--- src/rtl/icPkg.sv ---
package icPkg;
  localparam int IDX_W = 10;
  localparam int CPU_W = 3;
  localparam logic [IDX_W-1:0] NONE_CODE = 10'h3FF;

  localparam int OFF_CTRL   = 'h000;
  localparam int OFF_CAUSE  = 'h010;
  localparam int OFF_SETEN  = 'h030;
  localparam int OFF_CLREN  = 'h034;
  localparam int OFF_PRIO   = 'h040;
  localparam int OFF_ACK    = 'h044;
  localparam int OFF_SETMSK = 'h048;
  localparam int OFF_CLRMSK = 'h04C;
  localparam int ROUTE_BASE = 'h100;

  typedef enum logic [2:0] {
    RD_NONE, RD_CTRL, RD_CAUSE, RD_PRIO, RD_ACK, RD_ROUTE
  } rdSel_e;

  typedef struct packed {
    logic             setEn;
    logic             clrEn;
    logic             setMsk;
    logic             clrMsk;
    logic             wrCtrl;
    logic             wrPrio;
    logic             wrRoute;
    logic [IDX_W-1:0] idx;
    logic [IDX_W-1:0] routeIdx;
    logic [CPU_W-1:0] cpu;
    rdSel_e           rdSel;
  } strobe_t;
endpackage

--- src/rtl/icCtrl.sv ---
module icCtrl
  import icPkg::*;
#(
  parameter int NUM_SRC = 16,
  parameter int NUM_CPU = 2,
  parameter int ADDR_W  = 12,
  localparam int CS_W   = (NUM_CPU > 1) ? $clog2(NUM_CPU) : 1
) (
  input  logic [CS_W-1:0]   cpuSel,
  input  logic [ADDR_W-1:0] addr,
  input  logic              wrEn,
  input  logic [IDX_W-1:0]  wIdx,
  output strobe_t           stb
);
  logic              cpuOk;
  logic              idxOk;
  logic              routeHit;
  logic [ADDR_W-1:0] rOff;

  always_comb begin
    cpuOk    = int'(cpuSel) < NUM_CPU;
    idxOk    = {1'b0, wIdx} < (IDX_W+1)'(NUM_SRC);
    rOff     = addr - ADDR_W'(ROUTE_BASE);
    routeHit = (addr >= ADDR_W'(ROUTE_BASE)) && (rOff[1:0] == 2'b00)
               && (int'(rOff >> 2) < NUM_SRC);

    stb          = '0;
    stb.rdSel    = RD_NONE;
    stb.idx      = wIdx;
    stb.routeIdx = IDX_W'(rOff >> 2);
    stb.cpu      = CPU_W'(cpuSel);

    case (addr)
      ADDR_W'(OFF_CTRL): begin
        stb.rdSel  = RD_CTRL;
        stb.wrCtrl = wrEn;
      end
      ADDR_W'(OFF_SETEN):  stb.setEn  = wrEn && idxOk;
      ADDR_W'(OFF_CLREN):  stb.clrEn  = wrEn && idxOk;
      ADDR_W'(OFF_SETMSK): stb.setMsk = wrEn && idxOk && cpuOk;
      ADDR_W'(OFF_CLRMSK): stb.clrMsk = wrEn && idxOk && cpuOk;
      ADDR_W'(OFF_CAUSE):  if (cpuOk) stb.rdSel = RD_CAUSE;
      ADDR_W'(OFF_ACK):    if (cpuOk) stb.rdSel = RD_ACK;
      ADDR_W'(OFF_PRIO): begin
        if (cpuOk) begin
          stb.rdSel  = RD_PRIO;
          stb.wrPrio = wrEn;
        end
      end
      default: begin
        if (routeHit) begin
          stb.rdSel   = RD_ROUTE;
          stb.wrRoute = wrEn;
        end
      end
    endcase
  end
endmodule

--- src/rtl/icPickLow.sv ---
module icPickLow
  import icPkg::*;
#(
  parameter int WIDTH = 16
) (
  input  logic [WIDTH-1:0] req,
  output logic             found,
  output logic [IDX_W-1:0] idx
);
  always_comb begin
    found = |req;
    idx   = '0;
    for (int s = WIDTH - 1; s >= 0; s--) begin
      if (req[s]) idx = IDX_W'(s);
    end
  end
endmodule

--- src/rtl/icDatapath.sv ---
module icDatapath
  import icPkg::*;
#(
  parameter int NUM_SRC  = 16,
  parameter int NUM_CPU  = 2,
  parameter int NUM_PRIV = 4,
  parameter int PRIO_W   = 4,
  localparam int SH_W    = NUM_SRC - NUM_PRIV,
  localparam int PV_W    = NUM_CPU * NUM_PRIV
) (
  input  logic               clk,
  input  logic               rstN,
  input  strobe_t            stb,
  input  logic [31:0]        wData,
  input  logic [SH_W-1:0]    sharedPend,
  input  logic [PV_W-1:0]    privPend,
  output logic [31:0]        rData,
  output logic [NUM_CPU-1:0] irqOut,
  output logic [NUM_CPU-1:0] fiqOut
);
  logic                 ctrlOn;
  logic [NUM_SRC-1:0]   enReg;
  logic [NUM_SRC-1:0]   mskReg  [NUM_CPU];
  logic [NUM_CPU-1:0]   irqRt   [NUM_SRC];
  logic [NUM_CPU-1:0]   fiqRt   [NUM_SRC];
  logic [PRIO_W-1:0]    prioReg [NUM_CPU];
  logic [IDX_W-1:0]     ackCode [NUM_CPU];
  logic                 unusedBits;

  assign unusedBits = ^wData;

  always_ff @(posedge clk or negedge rstN) begin
    if (!rstN) begin
      ctrlOn <= 1'b0;
      enReg  <= '0;
      for (int c = 0; c < NUM_CPU; c++) begin
        mskReg[c]  <= '1;
        prioReg[c] <= '0;
      end
      for (int s = 0; s < NUM_SRC; s++) begin
        irqRt[s] <= '0;
        fiqRt[s] <= '0;
      end
    end else begin
      if (stb.wrCtrl) ctrlOn <= wData[0];
      for (int s = 0; s < NUM_SRC; s++) begin
        if (stb.setEn && stb.idx == IDX_W'(s)) enReg[s] <= 1'b1;
        if (stb.clrEn && stb.idx == IDX_W'(s)) enReg[s] <= 1'b0;
        if (stb.wrRoute && stb.routeIdx == IDX_W'(s)) begin
          irqRt[s] <= wData[NUM_CPU-1:0];
          fiqRt[s] <= wData[8 +: NUM_CPU];
        end
      end
      for (int c = 0; c < NUM_CPU; c++) begin
        if (stb.cpu == CPU_W'(c)) begin
          if (stb.wrPrio) prioReg[c] <= wData[PRIO_W-1:0];
          for (int s = 0; s < NUM_SRC; s++) begin
            if (stb.setMsk && stb.idx == IDX_W'(s)) mskReg[c][s] <= 1'b1;
            if (stb.clrMsk && stb.idx == IDX_W'(s)) mskReg[c][s] <= 1'b0;
          end
        end
      end
    end
  end

  for (genvar c = 0; c < NUM_CPU; c++) begin : gCpu
    logic [NUM_SRC-1:0] pendVec;
    logic [NUM_SRC-1:0] irqReq;
    logic [NUM_SRC-1:0] fiqReq;
    logic               hit;
    logic [IDX_W-1:0]   low;

    assign pendVec = {sharedPend, privPend[c*NUM_PRIV +: NUM_PRIV]};

    always_comb begin
      for (int s = 0; s < NUM_SRC; s++) begin
        irqReq[s] = ctrlOn && pendVec[s] && enReg[s] && !mskReg[c][s] && irqRt[s][c];
        fiqReq[s] = ctrlOn && pendVec[s] && enReg[s] && !mskReg[c][s] && fiqRt[s][c];
      end
    end

    icPickLow #(.WIDTH(NUM_SRC)) uPick (
      .req   (irqReq),
      .found (hit),
      .idx   (low)
    );

    assign ackCode[c] = hit ? low : NONE_CODE;
    assign irqOut[c]  = hit;
    assign fiqOut[c]  = |fiqReq;
  end

  always_comb begin
    rData = '0;
    case (stb.rdSel)
      RD_CTRL: begin
        rData[11:2] = IDX_W'(NUM_SRC);
        rData[0]    = ctrlOn;
      end
      RD_ROUTE: begin
        for (int s = 0; s < NUM_SRC; s++) begin
          if (stb.routeIdx == IDX_W'(s)) begin
            rData[NUM_CPU-1:0]  = irqRt[s];
            rData[8 +: NUM_CPU] = fiqRt[s];
          end
        end
      end
      RD_CAUSE, RD_PRIO, RD_ACK: begin
        for (int c = 0; c < NUM_CPU; c++) begin
          if (stb.cpu == CPU_W'(c)) begin
            if (stb.rdSel == RD_CAUSE) rData[NUM_PRIV-1:0] = privPend[c*NUM_PRIV +: NUM_PRIV];
            else if (stb.rdSel == RD_PRIO) rData[PRIO_W-1:0] = prioReg[c];
            else rData[IDX_W-1:0] = ackCode[c];
          end
        end
      end
      default: rData = '0;
    endcase
  end
endmodule

--- src/rtl/icIndexedCore.sv ---
module icIndexedCore
  import icPkg::*;
#(
  parameter int NUM_SRC  = 16,
  parameter int NUM_CPU  = 2,
  parameter int NUM_PRIV = 4,
  parameter int PRIO_W   = 4,
  parameter int ADDR_W   = 12,
  localparam int CS_W    = (NUM_CPU > 1) ? $clog2(NUM_CPU) : 1,
  localparam int SH_W    = NUM_SRC - NUM_PRIV,
  localparam int PV_W    = NUM_CPU * NUM_PRIV
) (
  input  logic               clk,
  input  logic               rstN,
  input  logic [CS_W-1:0]    cpuSel,
  input  logic [ADDR_W-1:0]  addr,
  input  logic               wrEn,
  input  logic [31:0]        wData,
  output logic [31:0]        rData,
  input  logic [SH_W-1:0]    sharedPend,
  input  logic [PV_W-1:0]    privPend,
  output logic [NUM_CPU-1:0] irqOut,
  output logic [NUM_CPU-1:0] fiqOut
);
  strobe_t stb;

  icCtrl #(
    .NUM_SRC (NUM_SRC),
    .NUM_CPU (NUM_CPU),
    .ADDR_W  (ADDR_W)
  ) uCtrl (
    .cpuSel (cpuSel),
    .addr   (addr),
    .wrEn   (wrEn),
    .wIdx   (wData[IDX_W-1:0]),
    .stb    (stb)
  );

  icDatapath #(
    .NUM_SRC  (NUM_SRC),
    .NUM_CPU  (NUM_CPU),
    .NUM_PRIV (NUM_PRIV),
    .PRIO_W   (PRIO_W)
  ) uDp (
    .clk        (clk),
    .rstN       (rstN),
    .stb        (stb),
    .wData      (wData),
    .sharedPend (sharedPend),
    .privPend   (privPend),
    .rData      (rData),
    .irqOut     (irqOut),
    .fiqOut     (fiqOut)
  );
endmodule

--- config.mk ---
export PLATFORM = sky130hd
export DESIGN_NAME = icIndexedCore
export DESIGN_NICKNAME = d
export VERILOG_FILES = /design/src/rtl/icPkg.sv /design/src/rtl/icCtrl.sv /design/src/rtl/icPickLow.sv /design/src/rtl/icDatapath.sv /design/src/rtl/icIndexedCore.sv
export SDC_FILE = /design/constraint.sdc
export NUM_CORES = 1
export LEC_CHECK = 0
export ABC_AREA = 0
export CAP_MARGIN = 20
export CORE_MARGIN = 8
export CORE_UTILIZATION = 30
export DETAILED_ROUTE_END_ITERATION = 7
export DONT_BUFFER_PORTS = 1
export PLACE_DENSITY_LB_ADDON = 0.12
export SLEW_MARGIN = 20
export SYNTH_ARGS = -nofsm -noshare
export SYNTH_HDL_FRONTEND = slang
export SYNTH_SLANG_ARGS = --single-unit
export TNS_END_PERCENT = 100
--- constraint.sdc ---
create_clock -name clk -period 2.55 [get_ports clk]
set_input_delay 0.51 -clock clk [delete_from_list [all_inputs] [get_ports clk]]
set_output_delay 0.51 -clock clk [all_outputs]
set_load 0.005 [all_outputs]
==> results of run 1 <==
how the worst max path moves through the flow:
stage               slack, ns       end
detailed placement      -0.38  rData[9]
CTS                     -0.68  rData[9]
floorplan               -0.10  rData[0]
global placement        -0.41  rData[0]
finish                  -0.69  rData[0]
global route            -0.79  rData[0]
flip-flops by register name (all words and copies together), names as in the netlist:
register,flops
uDp.ctrlOn,1
uDp.enReg,16
uDp.fiqRt,32
uDp.irqRt,32
uDp.mskReg,32
uDp.prioReg,8
cell families (layout without fill, tap and decap cells):
family	Yosys count	after routing	share of synthesized area, %
AO/OA/AOI/OAI	217	217	20.1
other	1	22	0.0513
AND/OR/NAND/NOR	227	227	20.5
multiplexers	75	75	11.7
buffers and inverters	75	192	5.75
flip-flops	121	121	42.0
cells in the mapped netlist, types with 4 or more instances:
master,instances,area (um^2)
nor3_2,5,50.1
nand3_1,17,85.1
o221ai_1,4,35.0
a22oi_1,19,143
o22ai_1,7,43.8
and2_1,7,43.8
dfstp_2,32,841
o21ai_0,14,70.1
and4b_1,26,260
a21oi_1,74,370
clkbuf_1,16,60.1
nand4_1,6,37.5
a22oi_2,4,50.1
dfrtp_1,89,2230
or3_1,6,37.5
and3_1,4,25.0
buf_2,20,100
nor2_2,6,37.5
nor4_1,5,31.3
nor3_1,12,60.1
nor3_4,5,81.3
o2111ai_1,4,35.0
and4b_4,6,82.6
a221oi_1,7,61.3
nand2_1,45,169
nand2b_1,5,31.3
a31oi_1,40,250
buf_4,26,195
nor2_1,43,161
o211ai_1,4,30.0
mux2_2,71,800
inv_1,8,30.0
a311oi_1,4,35.0
stage by stage:
stage / instances / TNS (ns) / utilization (%)
2_1_floorplan: 737 / -0.112 / -
3_3_place_gp: 1140 / -4.30 / 35.6
3_5_place_dp: 1140 / -4.66 / 35.6
4_1_cts: 1177 / -7.08 / 38.9
5_1_grt: 1178 / -8.52 / 39.1
6_report: 1178 / -6.89 / 39.1
worst reg2reg max path, stage by stage, from the launching register on:
cell and delay (ns):
dfrtp_1 0.41, buf_4 0.17, mux2_2 0.26
layout make-up:
cell class                 count  area, um^2  area share, %
inverter                       9        35.0          0.372
clock buffer                  18         429           4.56
tap                          324         405           4.31
clock inverter                14         134           1.42
multi-input combinational    541        4120           43.7
sequential                   121        3070           32.6
timing repair buffer         151        1230           13.1
metal layers:
metal | share of wire, % | GRT usage (%) | wire (um)
met1 | 42 | 24.9 | 11900
met2 | 45 | 30.0 | 12700
met3 | 9.1 | 5.73 | 2550
met4 | 3.3 | 8.10 | 915
met5 | 0 | 0 | 0
power by group through the flow:
stage          clock network, mW  logic, mW  registers, mW
2_1_floorplan                  0      0.122           1.96
3_3_place_gp                   0      0.102           1.96
3_5_place_dp                   0      0.102           1.96
4_1_cts                     2.39      0.105           1.92
5_1_grt                     2.48      0.117           1.92
6_report                    2.34      0.107           1.92
repair_timing:
action | in CTS | in global routing
hold endpoints to repair | 121 | 121
endpoints found under the setup margin | 14 | 14
gates resized for setup | 48 | 8
buffers inserted | 5 | 2
pin swaps | 32 | 1
==> impl_metrics.ini, run 1 <==
[global_route]
grt_overflow = 0
grt_pass1_wl_mm = 42.3
antenna_found_initial = 1
grtUsageTotal_pct = 19.4
grt_max_degree = 122
grt_pass1_vias = 6717

[drt]
wl_mm = 28.1
num_vias = 6574
drtAntennaViolNets = 0
drtPass1Iterations = 5
drt_iter0_drc = 520
drcViolationCount = 0
routedWlPerCell_um = 23.8
routed_via_density = 5.58

[sta]
hold_violations = 97
rsz0062_at_grt = true
fin_ws_ns = -0.689
timing.final.crit_share_pct = 127
tightest_slew_ns = 0.505
setup_viol = 14
hold_slack_ns = -0.221
period_needed_ns = 3.24
fin_skew_ns = 0
timing.final.max_slew_violations = 0
slew_headroom_pct = 66.2
max_freq_mhz = 309

[outcome]
violations = hold timing, setup timing
status = complete, but fails checks

[clock_network]
cts_buffers = 17
clock_path_buffers = 2
clk_pin_slew_worst_paths_ns = 0.06
cts_tree = built
cts_sinks = 121
cts_root_buf = clkbuf_16
clock_latency_ns = 0.42
htreeDepth = 4

[die]
core_mm2 = 0.0241
placementRows = 57
ios = 104
die_area_mm2 = 0.0296
start_util_pct = 30.3
die_height_um = 172
fp.dieW_um = 172

[worst_setup_path]
crit_type = reg2out
required_ns = 2.04
crit_path_start = uDp.ctrlOn
crit_path_end_kind = output port
crit_fanout = 20
worst-path-stages = 9
crit_chain = buf_8 -> and4b_4 -> a22oi_2 -> or3b_4 -> or3_4 -> nand2_2 -> a211oi_2 -> o2111ai_2 -> buf_4
r2r_slack_ns = 1.60
critical-path-top-delay-family = simple AND/OR/NAND/NOR gates
slowest_delay_ns = 0.43
worstPathArrival_ns = 2.73
crit_path_start_kind = flop
critPathBufInv = 2
rr_startpoint = uDp.irqRt[8]
r2r_end = uDp.irqRt[8]
cp_slowest_cell = or3b_4
r2r.worst_path.cells = 2

[power]
cellPowerDensity_mw_per_mm2 = 464
finalPower_mw = 4.37
clkPwrFrac_pct = 53.5
p_leak_nw = 4.20
seq_power_share_pct = 44.1
intPower_mw = 3.33
p_sw_share_pct = 23.8
netSwitchingPower_mw = 1.04
ir_drop_uv = 321
p_comb_share_pct = 2.5

[place]
dp_slack_ns = -0.382
place.gp.congestion = 0.911
port-buffer-count = 0
dp_hpwl_mm = 20.8
placed_area_mm2 = 0.00858

[synthesis]
syn_area_mm2 = 0.00731
synth-edff-count = 0
synth_seq_cells = 121
seq_area_frac_synth_pct = 42.0
ys_types = 82
syn_inst = 716
syn_avg_cell_area_um2 = 10.2
yosys_warnings = 0
synth_ff_type = dfrtp_1
async_flop_share_pct = 100

[cells_and_area]
final_common_cell = buf_4
nNetsFinal = 909
antenna_cells = 0
drive_gt1_share_pct = 44.1
final_cell_mix = 138 x buf_4, 89 x dfrtp_1, 73 x a21oi_1, 71 x mux2_2, 43 x nand2_1
area_delta_synth_final_pct = 28.8
final_area_mm2 = 0.00942
n_fill_cell = 2437

[min_path]
hold_class = in2async

[run]
cap_violations = 0
(Power assumes the default switching activity.)
==> run 2: changes to the inputs <==
Settings changed: CAP_MARGIN 20 to unset, CORE_MARGIN 8 to unset.
==> run 2 against run 1 <==
- the flow still finishes with violations (hold timing, setup timing)
- sequential share of layout area shrank 0.11 points
- sequential power about the same
- worst hold slack lost 0.0054 ns
- design area is 0.37% higher
- total power grew 3.5%
- register-to-register slack lost 0.08 ns
- critical path type unchanged
- critical endpoint is now rData[9]
==> impl_metrics.ini, run 2 (synthesized netlist as in run 1, its figures left out) <==
[outcome]
status = complete, but fails checks
violations = hold timing, setup timing

[cells_and_area]
antenna_cells = 0
drive_gt1_share_pct = 44.2
area_delta_synth_final_pct = 29.3
n_fill_cell = 2407
biggestRegsByFlops = uDp.fiqRt (32), uDp.irqRt (32), uDp.mskReg (32)
final_common_cell = buf_4
final_cell_mix = 142 x buf_4, 88 x dfrtp_1, 73 x a21oi_1, 71 x mux2_2, 44 x nand2_1
nNetsFinal = 914

[drt]
drtPass1Iterations = 5
drcViolationCount = 0
num_vias = 6590
drtAntennaViolNets = 0
drt_iter0_drc = 474
routed_via_density = 5.59
wl_mm = 28.3
routedWlPerCell_um = 24.0

[clock_network]
cts_buffers = 17
cts_sinks = 121
clk_pin_slew_worst_paths_ns = 0.06
cts_root_buf = clkbuf_16
htreeDepth = 4
clock_latency_ns = 0.43
clock_path_buffers = 2
cts_tree = built

[worst_setup_path]
crit_path_start_kind = flop
worstPathArrival_ns = 2.69
crit_type = reg2out
slowest_delay_ns = 0.44
crit_path_end_kind = output port
required_ns = 2.04
crit_fanout = 7
crit_chain = buf_6 -> buf_6 -> and4b_1 -> a22oi_2 -> nand4_4 -> nor4_4 -> a21oi_2 -> or3_4 -> clkinv_4 -> a221o_1
cp_slowest_cell = or3_4
critPathMostFrequentCell = buf_6

[die]
placementRows = 56
ios = 104
start_util_pct = 30.9
die_area_mm2 = 0.0250
die_height_um = 158
fp.dieW_um = 158
core_mm2 = 0.0237

[sta]
rsz0062_at_grt = true
fin_skew_ns = 0
fin_setup_tns_ns = -6.65
slew_headroom_pct = 59.7
hold_violations = 89
fin_ws_ns = -0.648
period_needed_ns = 3.20
hold_slack_ns = -0.227
timing.final.crit_share_pct = 125
max_freq_mhz = 313
tightest_slew_ns = 0.595
setup_viol = 14
timing.final.max_slew_violations = 0

[power]
cellPowerDensity_mw_per_mm2 = 478
finalPower_mw = 4.52
p_leak_nw = 4.25
ir_drop_uv = 289

[global_route]
grt_max_degree = 122
grt_pass1_wl_mm = 42.2
grt_overflow = 0
grtUsageTotal_pct = 23.6
antenna_found_initial = 1
grt_pass1_vias = 6653

[place]
dp_hpwl_mm = 20.9
dp_slack_ns = -0.465
place.gp.congestion = 0.946
port-buffer-count = 0

[run]
cap_violations = 0

[min_path]
hold_class = in2async
[run 2: layout make-up]
cell class	instances	area [um^2]	share of cell area (%)
Inverter	9	38.8	0.410
Clock buffer	17	425	4.50
Multi-Input combinational cell	541	4090	43.2
Sequential cell	121	3070	32.5
Timing Repair Buffer	156	1250	13.3
Tap cell	319	399	4.22
Clock inverter	15	176	1.87
[run 2: repair_timing]
item                                    in CTS  in global routing
endpoints found under the hold margin      121                114
cloned                                       1                  0
endpoints found under the setup margin      14                 14
resized for setup                           44                  6
pin swaps                                   41                 13
setup buffers                               10                  4
[run 2: routing by layer]
metal / up-vias / track usage (%) / share of wire [%]
met5: - / 0 / 0
met4: 0 / 7.28 / 2.2
met3: 35 / 5.67 / 7.9
met2: 274 / 37.4 / 46
met1: 3299 / 31.5 / 44
li1: 2982 / - / -
[run 2: worst max-delay path: cells and delay by family (launching register included)]
kind | cells | cell delay, ns
compound gates | 3 | 0.41
buf+inv | 3 | 0.33
flops | 1 | 0.40
simple gates | 4 | 1.11
[run 2: where the power goes]
group | leakage, nW | switching, mW | internal (mW)
Clock | 0.293 | 1.09 | 1.40
Sequential | 1.56 | 0.000361 | 1.92
Combinational | 2.40 | 0.0588 | 0.0465
Total | 4.25 | 1.15 | 3.37
[run 2: final timing paths]
kind                                   to  cells past startpoint            from  slack, ns
hold / removal              uDp.fiqRt[25]                      0            rstN      -0.23
setup reg to reg               uDp.ctrlOn                      3      uDp.ctrlOn       1.52
max in group asynchronous  uDp.mskReg[28]                      0            rstN       2.43
hold reg to reg            uDp.mskReg[16]                      2  uDp.mskReg[16]       0.46
setup / recovery                 rData[9]                     10      uDp.ctrlOn      -0.65
min in group clk           uDp.mskReg[16]                      1         addr[2]       0.15
[run 2: through the flow]
step	area, um^2	cells	utilization, %	hold slack [ns]
2_1_floorplan	7400	737	-	0.214
3_3_place_gp	8560	1133	36.1	0.222
3_5_place_dp	8560	1133	36.1	0.222
4_1_cts	9410	1175	39.7	-0.238
5_1_grt	9450	1178	39.9	-0.240
6_report	9450	1178	39.9	-0.227
